**config.mk**
```make
export PLATFORM = sky130hd
export DESIGN_NAME = sg_dma_writer
export DESIGN_NICKNAME = d
export VERILOG_FILES = /design/src/rtl/sg_dma_pkg.sv /design/src/rtl/sg_desc_fifo.sv /design/src/rtl/sg_req_split.sv /design/src/rtl/sg_hdr_build.sv /design/src/rtl/sg_dma_writer.sv
export SDC_FILE = /design/constraint.sdc
export NUM_CORES = 1
export LEC_CHECK = 0
export ABC_CLOCK_PERIOD_IN_PS = 14770
export BUFFER_PORTS_ARGS = -buffer_cell sky130_fd_sc_hd__clkbuf_2
export CAP_MARGIN = 20
export CORE_MARGIN = 4
export CORE_UTILIZATION = 35
export DETAILED_ROUTE_END_ITERATION = 6
export REMOVE_ABC_BUFFERS = 1
export SYNTH_ARGS = -nofsm -noshare
export SYNTH_HDL_FRONTEND = slang
export SYNTH_SLANG_ARGS = --single-unit
```
**constraint.sdc**
```tcl
create_clock -name clk -period 14.77 [get_ports clk]
set_input_delay 2.2155 -clock clk [delete_from_list [all_inputs] [get_ports clk]]
set_output_delay 2.2155 -clock clk [all_outputs]
set_load 0.005 [all_outputs]
```
**src/rtl/sg_dma_pkg.sv**
```systemverilog
`timescale 1ns/1ps
package sg_dma_pkg;
    localparam int ADDR_W     = 64;
    localparam int WORD_W     = 32;
    localparam int PAGE_BYTES = 4096;
    localparam int CHUNK_W    = 13;   // holds 0..4096
    localparam int NDW_W      = 11;   // holds 0..1024

    typedef enum logic [2:0] {
        ST_IDLE,
        ST_FETCH,
        ST_PLAN,
        ST_HDR,
        ST_DATA,
        ST_FLUSH,
        ST_WAIT_CPL,
        ST_FINISH
    } dma_state_e;

    typedef struct packed {
        logic [ADDR_W-1:0]  addr;
        logic [CHUNK_W-1:0] nbytes;
        logic [NDW_W-1:0]   ndw;
        logic [3:0]         first_be;
        logic [3:0]         last_be;
    } req_t;
endpackage

```
**src/rtl/sg_desc_fifo.sv**
```systemverilog
`timescale 1ns/1ps
module sg_desc_fifo #(
    parameter int WIDTH = 80,
    parameter int DEPTH = 8
) (
    input  logic             clk,
    input  logic             rst_n,
    input  logic             push,
    input  logic [WIDTH-1:0] wdata,
    output logic             full,
    input  logic             pop,
    output logic [WIDTH-1:0] rdata,
    output logic             empty
);
    localparam int AW = (DEPTH > 1) ? $clog2(DEPTH) : 1;

    logic [WIDTH-1:0] mem [DEPTH];
    logic [AW-1:0]    wp, rp;
    logic [AW:0]      cnt;
    logic             do_push, do_pop;

    assign full    = (cnt == (AW+1)'(DEPTH));
    assign empty   = (cnt == '0);
    assign do_push = push && !full;
    assign do_pop  = pop && !empty;
    assign rdata   = mem[rp];

    always_ff @(posedge clk) begin
        if (do_push) begin
            mem[wp] <= wdata;
        end
    end

    always_ff @(posedge clk) begin
        if (!rst_n) begin
            wp  <= '0;
            rp  <= '0;
            cnt <= '0;
        end else begin
            if (do_push) begin
                wp <= (wp == AW'(DEPTH-1)) ? '0 : wp + 1'b1;
            end
            if (do_pop) begin
                rp <= (rp == AW'(DEPTH-1)) ? '0 : rp + 1'b1;
            end
            unique case ({do_push, do_pop})
                2'b10:   cnt <= cnt + 1'b1;
                2'b01:   cnt <= cnt - 1'b1;
                default: cnt <= cnt;
            endcase
        end
    end
endmodule

```
**src/rtl/sg_req_split.sv**
```systemverilog
`timescale 1ns/1ps
module sg_req_split
    import sg_dma_pkg::*;
#(
    parameter int LEN_W     = 16,
    parameter int MPS_BYTES = 128
) (
    input  logic [ADDR_W-1:0] addr,
    input  logic [LEN_W-1:0]  rem,
    output req_t              req
);
    logic [31:0] rem32, page_room, mps_room, lim, chunk, ndw32;
    logic [1:0]  off, end_off;
    logic [3:0]  head_mask, tail_mask;
    logic        unused_split;

    always_comb begin
        off       = addr[1:0];
        rem32     = 32'(rem);
        page_room = 32'(PAGE_BYTES) - {20'd0, addr[11:0]};
        mps_room  = 32'(MPS_BYTES) - {30'd0, off};
        lim       = (page_room < mps_room) ? page_room : mps_room;
        chunk     = (rem32 < lim) ? rem32 : lim;
        ndw32     = ({30'd0, off} + chunk + 32'd3) >> 2;
        end_off   = off + chunk[1:0] - 2'd1;
        head_mask = 4'b1111 << off;
        tail_mask = 4'b1111 >> (2'd3 - end_off);

        req.addr   = addr;
        req.nbytes = chunk[CHUNK_W-1:0];
        req.ndw    = ndw32[NDW_W-1:0];
        if (ndw32 == 32'd1) begin
            req.first_be = head_mask & tail_mask;
            req.last_be  = 4'b0000;
        end else begin
            req.first_be = head_mask;
            req.last_be  = tail_mask;
        end
    end

    assign unused_split = ^{chunk[31:CHUNK_W], ndw32[31:NDW_W]};
endmodule

```
**src/rtl/sg_hdr_build.sv**
```systemverilog
`timescale 1ns/1ps
module sg_hdr_build
    import sg_dma_pkg::*;
#(
    parameter logic [15:0] REQ_ID = 16'h0100
) (
    input  logic              is_read,
    input  logic [ADDR_W-1:0] addr,
    input  logic [NDW_W-1:0]  ndw,
    input  logic [3:0]        first_be,
    input  logic [3:0]        last_be,
    input  logic [1:0]        idx,
    output logic [WORD_W-1:0] word,
    output logic [2:0]        hlen
);
    logic              wide;
    logic [2:0]        fmt;
    logic [WORD_W-1:0] w0, w1, lo;
    logic              unused_hdr;

    always_comb begin
        wide = |addr[63:32];
        fmt  = {1'b0, ~is_read, wide};
        w0   = {fmt, 5'b00000, 14'd0, ndw[9:0]};
        w1   = {REQ_ID, 8'h00, last_be, first_be};
        lo   = {addr[31:2], 2'b00};
        hlen = wide ? 3'd4 : 3'd3;
        unique case (idx)
            2'd0:    word = w0;
            2'd1:    word = w1;
            2'd2:    word = wide ? addr[63:32] : lo;
            default: word = lo;
        endcase
    end

    assign unused_hdr = ndw[NDW_W-1];
endmodule

```
**src/rtl/sg_dma_writer.sv**
```systemverilog
`timescale 1ns/1ps
module sg_dma_writer
    import sg_dma_pkg::*;
#(
    parameter int          LEN_W      = 16,
    parameter int          DESC_DEPTH = 8,
    parameter int          MPS_BYTES  = 128,
    parameter logic [15:0] REQ_ID     = 16'h0100
) (
    input  logic              clk,
    input  logic              rst_n,
    input  logic              dsc_valid,
    output logic              dsc_ready,
    input  logic [63:0]       dsc_addr,
    input  logic [LEN_W-1:0]  dsc_len,
    input  logic              start,
    input  logic              flush_en,
    input  logic [31:0]       s_data,
    input  logic              s_valid,
    output logic              s_ready,
    output logic [31:0]       tlp_data,
    output logic              tlp_valid,
    output logic              tlp_last,
    input  logic              tlp_ready,
    input  logic              cpl_valid,
    input  logic [31:0]       cpl_data,
    output logic              irq,
    output logic              done
);
    localparam int DESC_W = ADDR_W + LEN_W;

    dma_state_e state_q, state_d;

    logic              fifo_full, fifo_empty, fifo_pop;
    logic [DESC_W-1:0] fifo_head;
    logic [ADDR_W-1:0] head_addr;
    logic [LEN_W-1:0]  head_len;

    logic [ADDR_W-1:0] cur_addr;
    logic [LEN_W-1:0]  cur_rem;
    req_t              split_req, req_q;

    logic [NDW_W-1:0]  beat_idx;
    logic              slot_free, beat_fire, hdr_end, data_end;
    logic              flush_q, wrote_any;
    logic [ADDR_W-1:0] last_dw_addr;

    logic              hb_read;
    logic [ADDR_W-1:0] hb_addr;
    logic [NDW_W-1:0]  hb_ndw;
    logic [3:0]        hb_fbe, hb_lbe;
    logic [WORD_W-1:0] hb_word;
    logic [2:0]        hb_hlen;

    logic [31:0]       data_q;
    logic              valid_q, last_q, irq_q, done_q;
    logic              unused_cpl;

    // ---------------- sub-blocks ----------------
    sg_desc_fifo #(.WIDTH(DESC_W), .DEPTH(DESC_DEPTH)) u_fifo (
        .clk   (clk),
        .rst_n (rst_n),
        .push  (dsc_valid),
        .wdata ({dsc_addr, dsc_len}),
        .full  (fifo_full),
        .pop   (fifo_pop),
        .rdata (fifo_head),
        .empty (fifo_empty)
    );

    assign head_addr = fifo_head[DESC_W-1:LEN_W];
    assign head_len  = fifo_head[LEN_W-1:0];

    sg_req_split #(.LEN_W(LEN_W), .MPS_BYTES(MPS_BYTES)) u_split (
        .addr (cur_addr),
        .rem  (cur_rem),
        .req  (split_req)
    );

    assign hb_read = (state_q == ST_FLUSH);
    assign hb_addr = hb_read ? last_dw_addr : req_q.addr;
    assign hb_ndw  = hb_read ? NDW_W'(1) : req_q.ndw;
    assign hb_fbe  = hb_read ? 4'b0000 : req_q.first_be;
    assign hb_lbe  = hb_read ? 4'b0000 : req_q.last_be;

    sg_hdr_build #(.REQ_ID(REQ_ID)) u_hdr (
        .is_read  (hb_read),
        .addr     (hb_addr),
        .ndw      (hb_ndw),
        .first_be (hb_fbe),
        .last_be  (hb_lbe),
        .idx      (beat_idx[1:0]),
        .word     (hb_word),
        .hlen     (hb_hlen)
    );

    // ---------------- handshake helpers ----------------
    assign slot_free = !valid_q || tlp_ready;
    assign beat_fire = slot_free && ((state_q == ST_HDR) || (state_q == ST_FLUSH) ||
                                     ((state_q == ST_DATA) && s_valid));
    assign hdr_end   = beat_idx == NDW_W'(hb_hlen - 3'd1);
    assign data_end  = beat_idx == (req_q.ndw - 1'b1);
    assign fifo_pop  = (state_q == ST_FETCH) && !fifo_empty;

    // ---------------- next state ----------------
    always_comb begin
        state_d = state_q;
        unique case (state_q)
            ST_IDLE:     if (start) state_d = ST_FETCH;
            ST_FETCH: begin
                if (fifo_empty) begin
                    state_d = (flush_q && wrote_any) ? ST_FLUSH : ST_FINISH;
                end else if (head_len != '0) begin
                    state_d = ST_PLAN;
                end
            end
            ST_PLAN:     state_d = ST_HDR;
            ST_HDR:      if (beat_fire && hdr_end) state_d = ST_DATA;
            ST_DATA: begin
                if (beat_fire && data_end) begin
                    state_d = (cur_rem == '0) ? ST_FETCH : ST_PLAN;
                end
            end
            ST_FLUSH:    if (beat_fire && hdr_end) state_d = ST_WAIT_CPL;
            ST_WAIT_CPL: if (cpl_valid) state_d = ST_FINISH;
            ST_FINISH:   state_d = ST_IDLE;
            default:     state_d = ST_IDLE;
        endcase
    end

    // ---------------- state register ----------------
    always_ff @(posedge clk) begin
        if (!rst_n) begin
            state_q <= ST_IDLE;
        end else begin
            state_q <= state_d;
        end
    end

    // ---------------- datapath and outputs ----------------
    always_ff @(posedge clk) begin
        if (!rst_n) begin
            cur_addr     <= '0;
            cur_rem      <= '0;
            req_q        <= '0;
            beat_idx     <= '0;
            flush_q      <= 1'b0;
            wrote_any    <= 1'b0;
            last_dw_addr <= '0;
            data_q       <= '0;
            valid_q      <= 1'b0;
            last_q       <= 1'b0;
            irq_q        <= 1'b0;
            done_q       <= 1'b0;
        end else begin
            irq_q <= 1'b0;

            if (state_d != state_q) begin
                beat_idx <= '0;
            end else if (beat_fire) begin
                beat_idx <= beat_idx + 1'b1;
            end

            if (beat_fire) begin
                valid_q <= 1'b1;
                if (state_q == ST_DATA) begin
                    data_q <= s_data;
                    last_q <= data_end;
                end else begin
                    data_q <= hb_word;
                    last_q <= (state_q == ST_FLUSH) && hdr_end;
                end
            end else if (tlp_ready) begin
                valid_q <= 1'b0;
            end

            unique case (state_q)
                ST_IDLE: begin
                    if (start) begin
                        flush_q   <= flush_en;
                        wrote_any <= 1'b0;
                        done_q    <= 1'b0;
                    end
                end
                ST_FETCH: begin
                    if (!fifo_empty) begin
                        cur_addr <= head_addr;
                        cur_rem  <= head_len;
                    end
                end
                ST_PLAN: begin
                    req_q        <= split_req;
                    cur_addr     <= cur_addr + 64'(split_req.nbytes);
                    cur_rem      <= cur_rem - LEN_W'(split_req.nbytes);
                    last_dw_addr <= (cur_addr + 64'(split_req.nbytes) - 64'd1) & ~64'd3;
                    wrote_any    <= 1'b1;
                end
                ST_FINISH: begin
                    irq_q  <= 1'b1;
                    done_q <= 1'b1;
                end
                default: ;
            endcase
        end
    end

    assign dsc_ready  = !fifo_full;
    assign s_ready    = (state_q == ST_DATA) && slot_free;
    assign tlp_data   = data_q;
    assign tlp_valid  = valid_q;
    assign tlp_last   = last_q;
    assign irq        = irq_q;
    assign done       = done_q;
    assign unused_cpl = ^cpl_data;
endmodule

```
==> flow_summary.json, run 1 <==
{
  "ant_nets": 0,
  "critPathArrivalTime_ns": 11.11,
  "p_leak_nw": 15.5,
  "hpwl_mm": 71.6,
  "r2r-start": "cur_addr[2]",
  "area_growth_pct": 13.5,
  "gp_congestion": 0.896,
  "r2r-end": "last_dw_addr[44]",
  "core_sq_um": 119000,
  "clk_pin_slew_ns": 0.06,
  "die-height_microns": 355,
  "rr_worst_depth": 29,
  "required_ns": 15.31,
  "finalHoldViolCount": 0,
  "min_period_over_period": 0.716,
  "start_util": 0.354,
  "rows": 126,
  "wl_per_cell_microns": 22.3,
  "post_cts_buffers": 0,
  "drcViolationCount": 0,
  "grt_start_max_net_pins": 173,
  "synthArstFlopShare": 0,
  "post_drt_via_cell_ratio": 5.51,
  "cp-end-kind": "flip-flop",
  "tightestPinTransition_ns": 0.984,
  "first_global_vias": 26933,
  "skew_ns": 0.0413,
  "wl_met1_mm": 50.5,
  "period_needed_ns": 10.57,
  "overflow": 0,
  "syn-cell-area_sq_um": 42100,
  "synth-warning-count": 0,
  "status": "finished, final reports clean",
  "drt-total-wl_mm": 113,
  "port_buffers": 157,
  "synth_cell_type_count": 102,
  "grt_use_total": 0.176,
  "rsz0062_at_grt": "no",
  "total_power_mw": 8.94,
  "cp-startpoint": "cur_addr[2]",
  "clk_latency_ns": 0.66,
  "synth_edf_count": 640,
  "setup-tns-final_ns": 0,
  "drv_cap": 0,
  "power_density_nw_per_um2": 187,
  "antenna_found_initial": 12,
  "ioPinCount": 190,
  "path_common_cell": "ha_1",
  "layout-drive-gt1-share": 0.183,
  "finalSetupViolCount": 0,
  "max_freq_ghz": 0.0946,
  "crit_path_max_incr_delay_ns": 0.82,
  "met2_length_mm": 52.2,
  "ys.flop_type": "edfxtp_1",
  "htreeDepth": 3,
  "drtPass1Iterations": 6,
  "ir_drop_v": 0.000118,
  "yosysSeqAreaShare": 0.594,
  "critPathLaunchType": "flip-flop",
  "highest_layer": "met5",
  "cp_slowest_cell": "or4_1",
  "vias": 28013,
  "cts.path.max_buffers": 3,
  "syn_area_per_cell_sq_um": 12.7,
  "maxSlewHeadroom": 0.344,
  "die_width_microns": 355,
  "drv_slew": 0,
  "hold_class": "flip-flop to flip-flop",
  "cts_tree": "yes",
  "nets": 3617,
  "ys_ff_latch": 928,
  "cts_root_buffer": "clkbuf_16",
  "cp_max_fo": 23,
  "holdBufCountCts": 0,
  "grt_pass1_wl_mm": 172,
  "drtIter0Drc": 2657,
  "synth_cells": 3319,
  "final_core_util": 0.402,
  "path_class": "flip-flop to flip-flop",
  "endpoint": "last_dw_addr[44]",
  "r2r_slack_ns": 4.20,
  "cts-resized-gates": 0,
  "route.met3.wl_mm": 7.86,
  "fill_cells": 11099,
  "die_area_sq_um": 126000,
  "cts_made_buffers": 94,
  "clock_sinks": 928
}
==> cells in the final DEF, fill, tap and decap left out, types with 16 or more instances in the layout <==
cell / n
a211oi_1: 25
a21o_1: 22
a21oi_1: 194
a221oi_1: 72
a31oi_1: 50
and2_1: 18
and3_1: 17
buf_4: 49
clkbuf_16: 94
clkbuf_2: 157
dfxtp_1: 285
edfxtp_1: 640
ha_1: 61
inv_1: 59
mux2_2: 29
mux2i_1: 80
mux4_2: 179
nand2_1: 306
nand2b_1: 16
nand3_1: 75
nand4_1: 44
nor2_1: 304
nor3_1: 83
nor4_1: 37
o211ai_1: 18
o21ai_0: 109
xnor2_1: 81
xor2_1: 46
==> stage by stage <==
step | instances | setup WS, ns | hold WS, ns | cell area (sq um)
after floorplan | 3095 | 3.41 | 0.429 | 41100
after global placement | 4903 | 4.37 | 0.438 | 44500
after detailed placement | 4903 | 4.31 | 0.444 | 44500
after CTS | 5078 | 4.25 | 0.451 | 47700
after global routing | 5079 | 3.51 | 0.467 | 47700
final | 5086 | 4.20 | 0.449 | 47700
==> how the worst min path moves through the flow <==
stage	from	end	cells past startpoint
6_report	last_dw_addr[18]	last_dw_addr[18]	2
5_1_grt	last_dw_addr[18]	last_dw_addr[18]	2
4_1_cts	last_dw_addr[28]	last_dw_addr[28]	2
3_5_place_dp	last_dw_addr[28]	last_dw_addr[28]	2
3_3_place_gp	tlp_data[24]	tlp_data[24]	2
2_1_floorplan	last_dw_addr[15]	last_dw_addr[15]	2
==> sequential cells by signal, summed over array words and instances, names as in the netlist, 3 cells and up, named ones only <==
name,count
beat_idx,11
cur_addr,64
cur_rem,16
last_dw_addr,62
req_q,81
state_q,3
tlp_data,32
u_fifo.cnt,4
u_fifo.mem,640
u_fifo.rp,3
u_fifo.wp,3
==> power breakdown <==
group / internal [mW] / switching, mW
clock: 1.47 / 1.02
sequential: 2.99 / 0.245
combinational: 1.26 / 1.96
==> kinds of logic (layout without fill, tap and decap cells) <==
group           after synthesis  in the layout  share of synthesized area
compound gates              618            618                     0.0973
xor+xnor                    127            127                     0.0264
fa+ha+maj                    65             65                     0.0200
buf+inv                     288            444                     0.0275
flops                       928            928                      0.594
mux                         288            288                      0.123
other cells                   2             13                   0.000179
simple gates               1003           1003                      0.112
==> Yosys cell counts (all sizes together) (18+ instances only) <==
cell,count,area (sq um)
a211oi,26,200
a21o,22,165
a21oi,196,996
a221oi,72,631
a31oi,50,313
and2,23,146
and3,18,114
buf,49,231
clkbuf,178,692
dfxtp,288,5770
edfxtp,640,19200
ha,61,763
inv,60,225
mux2,29,327
mux2i,80,801
mux4,179,4030
nand2,307,1150
nand3,76,385
nand4,44,275
nor2,311,1170
nor3,85,425
nor4,41,293
o211ai,18,135
o21ai,112,564
xnor2,81,709
xor2,46,403
==> metal layers <==
layer	vias to the layer above	GRT usage
met5	-	0
met4	10	0.0486
met3	169	0.0336
met2	911	0.279
met1	14081	0.248
li1	12842	-
==> layout make-up <==
type / count / area (sq um) / share of cell area
flip-flops and latches: 928 / 25000 / 0.524
multi-input cells: 2107 / 16100 / 0.336
clock buffers: 114 / 2500 / 0.0523
well taps: 1600 / 2000 / 0.0419
repair buffers: 209 / 1220 / 0.0256
clock inverters: 61 / 732 / 0.0153
inverters: 60 / 230 / 0.00482
diodes: 7 / 17.5 / 0.000367
==> worst max-delay path: cells and delay by family (launching register included) <==
family | cells | cell delay, ns
and+or+nand+nor | 11 | 5.00
DFF | 1 | 0.38
AOI/OAI and AO/OA | 10 | 3.13
adders and majority gates | 3 | 0.96
xor gates and xnor gates | 2 | 0.47
buffers and inverters | 3 | 0.47
(Power assumes the default switching activity.)
==> run 2: changes to the inputs <==
--- a/config.mk
+++ b/config.mk
@@ -5,7 +5,8 @@
 export SDC_FILE = /design/constraint.sdc
 export NUM_CORES = 1
 export LEC_CHECK = 0
-export ABC_CLOCK_PERIOD_IN_PS = 14770
+export ABC_AREA = 1
+export ABC_CLOCK_PERIOD_IN_PS = 11050
 export BUFFER_PORTS_ARGS = -buffer_cell sky130_fd_sc_hd__clkbuf_2
 export CAP_MARGIN = 20
 export CORE_MARGIN = 4
==> constraint.sdc (replaced) <==
create_clock -name clk -period 11.05 [get_ports clk]
set_input_delay 1.6575 -clock clk [delete_from_list [all_inputs] [get_ports clk]]
set_output_delay 1.6575 -clock clk [all_outputs]
set_load 0.005 [all_outputs]
==> run 2 against run 1 <==
Compared with the run above: sequential power rose by 41%; clock power rose by 28%; total power rose by 59%; clock skew rose by 0.0031 ns; routed wire length rose by 20%; sequential cell count did not move; register-to-register slack got worse by 1.2 ns; largest cell class unchanged; worst hold slack improved by 0.0059 ns; design area rose by 3.6%.
==> flow_summary.json, run 2 <==
{
  "status": "finished, final reports clean",
  "antenna_found_initial": 21,
  "yosysTopAreaCellShare": 0.437,
  "clk_latency_ns": 0.71,
  "final_common_cell": "nand2_1",
  "drtIter0Drc": 3038,
  "p_int_mw": 7.84,
  "ys_ff_latch": 928,
  "cts_made_buffers": 95,
  "critPathLaunchType": "flip-flop",
  "area_growth_pct": 12.4,
  "largest_reg_flops": 640,
  "ir_drop_v": 0.000167,
  "port_buffers": 157,
  "ioPinCount": 190,
  "critPathBufInv": 6,
  "switching_share": 0.449,
  "synth_cells": 4819,
  "yosysSeqAreaShare": 0.568,
  "cts.path.max_buffers": 3,
  "first_global_vias": 32393,
  "switchingPower_mw": 6.39,
  "top_register": "u_fifo.mem",
  "synth-warning-count": 0,
  "synth_cell_type_count": 68,
  "syn_area_per_cell_sq_um": 9.13,
  "cts-resized-gates": 0,
  "start_util": 0.354,
  "hpwl_mm": 89.5,
  "core_sq_um": 124000,
  "skew_ns": 0.0444,
  "holdBufCountCts": 0,
  "rsz0062_at_grt": "no",
  "dpl_worst_slack_ns": 3.19,
  "drcViolationCount": 0,
  "rows": 129,
  "worst-path-stages": 40,
  "min_from": "req_q[88]",
  "hold_class": "flip-flop to flip-flop",
  "synth.top_cells.by_area": "edfxtp_1, dfxtp_1, o21ai_0",
  "cts_root_buffer": "clkbuf_16",
  "clock_sinks": 928,
  "top_regs": "u_fifo.mem (640), req_q (81), cur_addr (64)",
  "die-height_microns": 363,
  "combPwrFrac": 0.455,
  "synthArstFlopShare": 0,
  "seqPwrFrac": 0.321,
  "cp_slowest_cell": "o21ai_0",
  "required_ns": 11.63,
  "final_cell_mix": "nand2_1, nor2_1, edfxtp_1",
  "maxSlewHeadroom": 0.210,
  "die_area_sq_um": 131000,
  "gp_congestion": 0.974,
  "vias": 34813,
  "hold_path_end": "req_q[88]",
  "min_path_cells": 2,
  "clkPwrFrac": 0.224,
  "synth_most_common_cell": "nand2_1",
  "drv_slew": 0,
  "finalHoldViolCount": 0,
  "syn-cell-area_sq_um": 44000,
  "grt_pass1_wl_mm": 203,
  "synth_edf_count": 640,
  "drt-total-wl_mm": 136,
  "max_freq_ghz": 0.125,
  "critPathArrivalTime_ns": 8.60,
  "total_power_mw": 14.2,
  "rr_worst_depth": 40,
  "grt_start_max_net_pins": 176,
  "path_common_cell": "nand2_1",
  "post_drt_via_cell_ratio": 5.27,
  "post_cts_buffers": 0,
  "finalSetupViolCount": 0,
  "layout-drive-gt1-share": 0.107,
  "path_delay_family": "simple AND/OR/NAND/NOR gates",
  "yosys-top-cells-count": "nand2_1, nor2_1, edfxtp_1",
  "min_period_over_period": 0.726,
  "period_needed_ns": 8.02,
  "worst_slack_ns": 3.03,
  "r2r-start": "cur_addr[0]",
  "path_class": "flip-flop to flip-flop",
  "cp_max_fo": 18,
  "nets": 5092,
  "ant_nets": 0,
  "ys.flop_type": "edfxtp_1",
  "grt_use_total": 0.200,
  "cts_tree": "yes",
  "power_density_nw_per_um2": 288,
  "drv_cap": 0,
  "p_leak_nw": 18.5,
  "overflow": 0,
  "die_width_microns": 363,
  "cp-end-kind": "flip-flop",
  "tightestPinTransition_ns": 1.17,
  "r2r-end": "last_dw_addr[60]",
  "drtPass1Iterations": 6,
  "wl_per_cell_microns": 20.5,
  "crit_path_max_incr_delay_ns": 0.71,
  "synth_top_cell_by_area": "edfxtp_1",
  "htreeDepth": 3,
  "r2r_slack_ns": 3.03,
  "clk_pin_slew_ns": 0.06
}
[run 2: cell types whose count changed in the layout (fill, tap and decap cells not counted), moves of 40 or more]
cell / delta
a221oi_1: -69
inv_1: +317
mux2i_1: -74
mux4_2: -179
nand2_1: +463
nand3_1: +136
nor2_1: +404
nor3_1: -40
o211ai_1: +45
o21ai_0: +485
o22ai_1: +91
xnor2_1: -67
[run 2: power by group through the flow]
stage          Clock (mW)  Sequential (mW)  Combinational (mW)
6_report             3.19             4.57                6.47
3_3_place_gp            0             4.62                6.33
5_1_grt              3.39             4.62                7.18
4_1_cts              3.24             4.56                6.40
2_1_floorplan           0             4.57                4.48
3_5_place_dp            0             4.63                6.38
[run 2: worst register-to-register path: cells and delay by family, from the launching register on]
family | cells | cell delay, ns
AO/OA/AOI/OAI | 6 | 1.79
flip-flops | 1 | 0.37
XOR/XNOR | 2 | 0.74
buffers and inverters | 6 | 0.76
AND/OR/NAND/NOR | 22 | 2.98
adder cells (fa/ha/maj) | 4 | 1.29
[run 2: logic make-up after synthesis]
group | Yosys count | share of synthesized area
AOI/OAI and AO/OA | 1146 | 0.147
xor gates and xnor gates | 76 | 0.0158
adders and majority gates | 65 | 0.0192
buffers and inverters | 654 | 0.0572
DFF | 928 | 0.568
muxes | 6 | 0.00136
other | 2 | 0.000171
and+or+nand+nor | 1942 | 0.192
[run 2: area by class of cell]
class                   instances  area, sq um
diodes                         13         32.5
clock buffers                 121         2530
clock inverters                57          557
fillers                     12272        74800
inverters                     407         1540
multi-input cells            3241        16600
flip-flops and latches        928        25000
well taps                    1637         2050
repair buffers                202         1140
[run 2: layer usage]
layer | global-route usage | vias up | share of wire | wire length [microns]
li1 | - | 16771 | - | -
met2 | 0.318 | 1131 | 0.45 | 61100
met4 | 0.0631 | 18 | 0.029 | 3900
met1 | 0.276 | 16722 | 0.44 | 60000
met3 | 0.0415 | 171 | 0.077 | 10400
met5 | 0 | - | 0.00077 | 104
[run 2: worst max-delay path by stage]
stage | startpoint | endpoint
2_1_floorplan | state_q[2] | last_dw_addr[37]
3_3_place_gp | cur_addr[0] | last_dw_addr[60]
3_5_place_dp | cur_addr[0] | last_dw_addr[60]
4_1_cts | cur_addr[0] | last_dw_addr[60]
5_1_grt | cur_addr[1] | last_dw_addr[55]
6_report | cur_addr[0] | last_dw_addr[60]
[run 2: stage by stage]
step,hold slack [ns],util,instance area (sq um),cells,TNS [ns]
floorplan,0.421,-,43000,4576,-1142.10
global placement,0.436,0.373,46300,6415,0
detailed placement,0.436,0.373,46300,6415,0
CTS,0.452,0.398,49400,6593,0
global route,0.468,0.398,49400,6593,0
finish,0.455,0.398,49500,6606,0
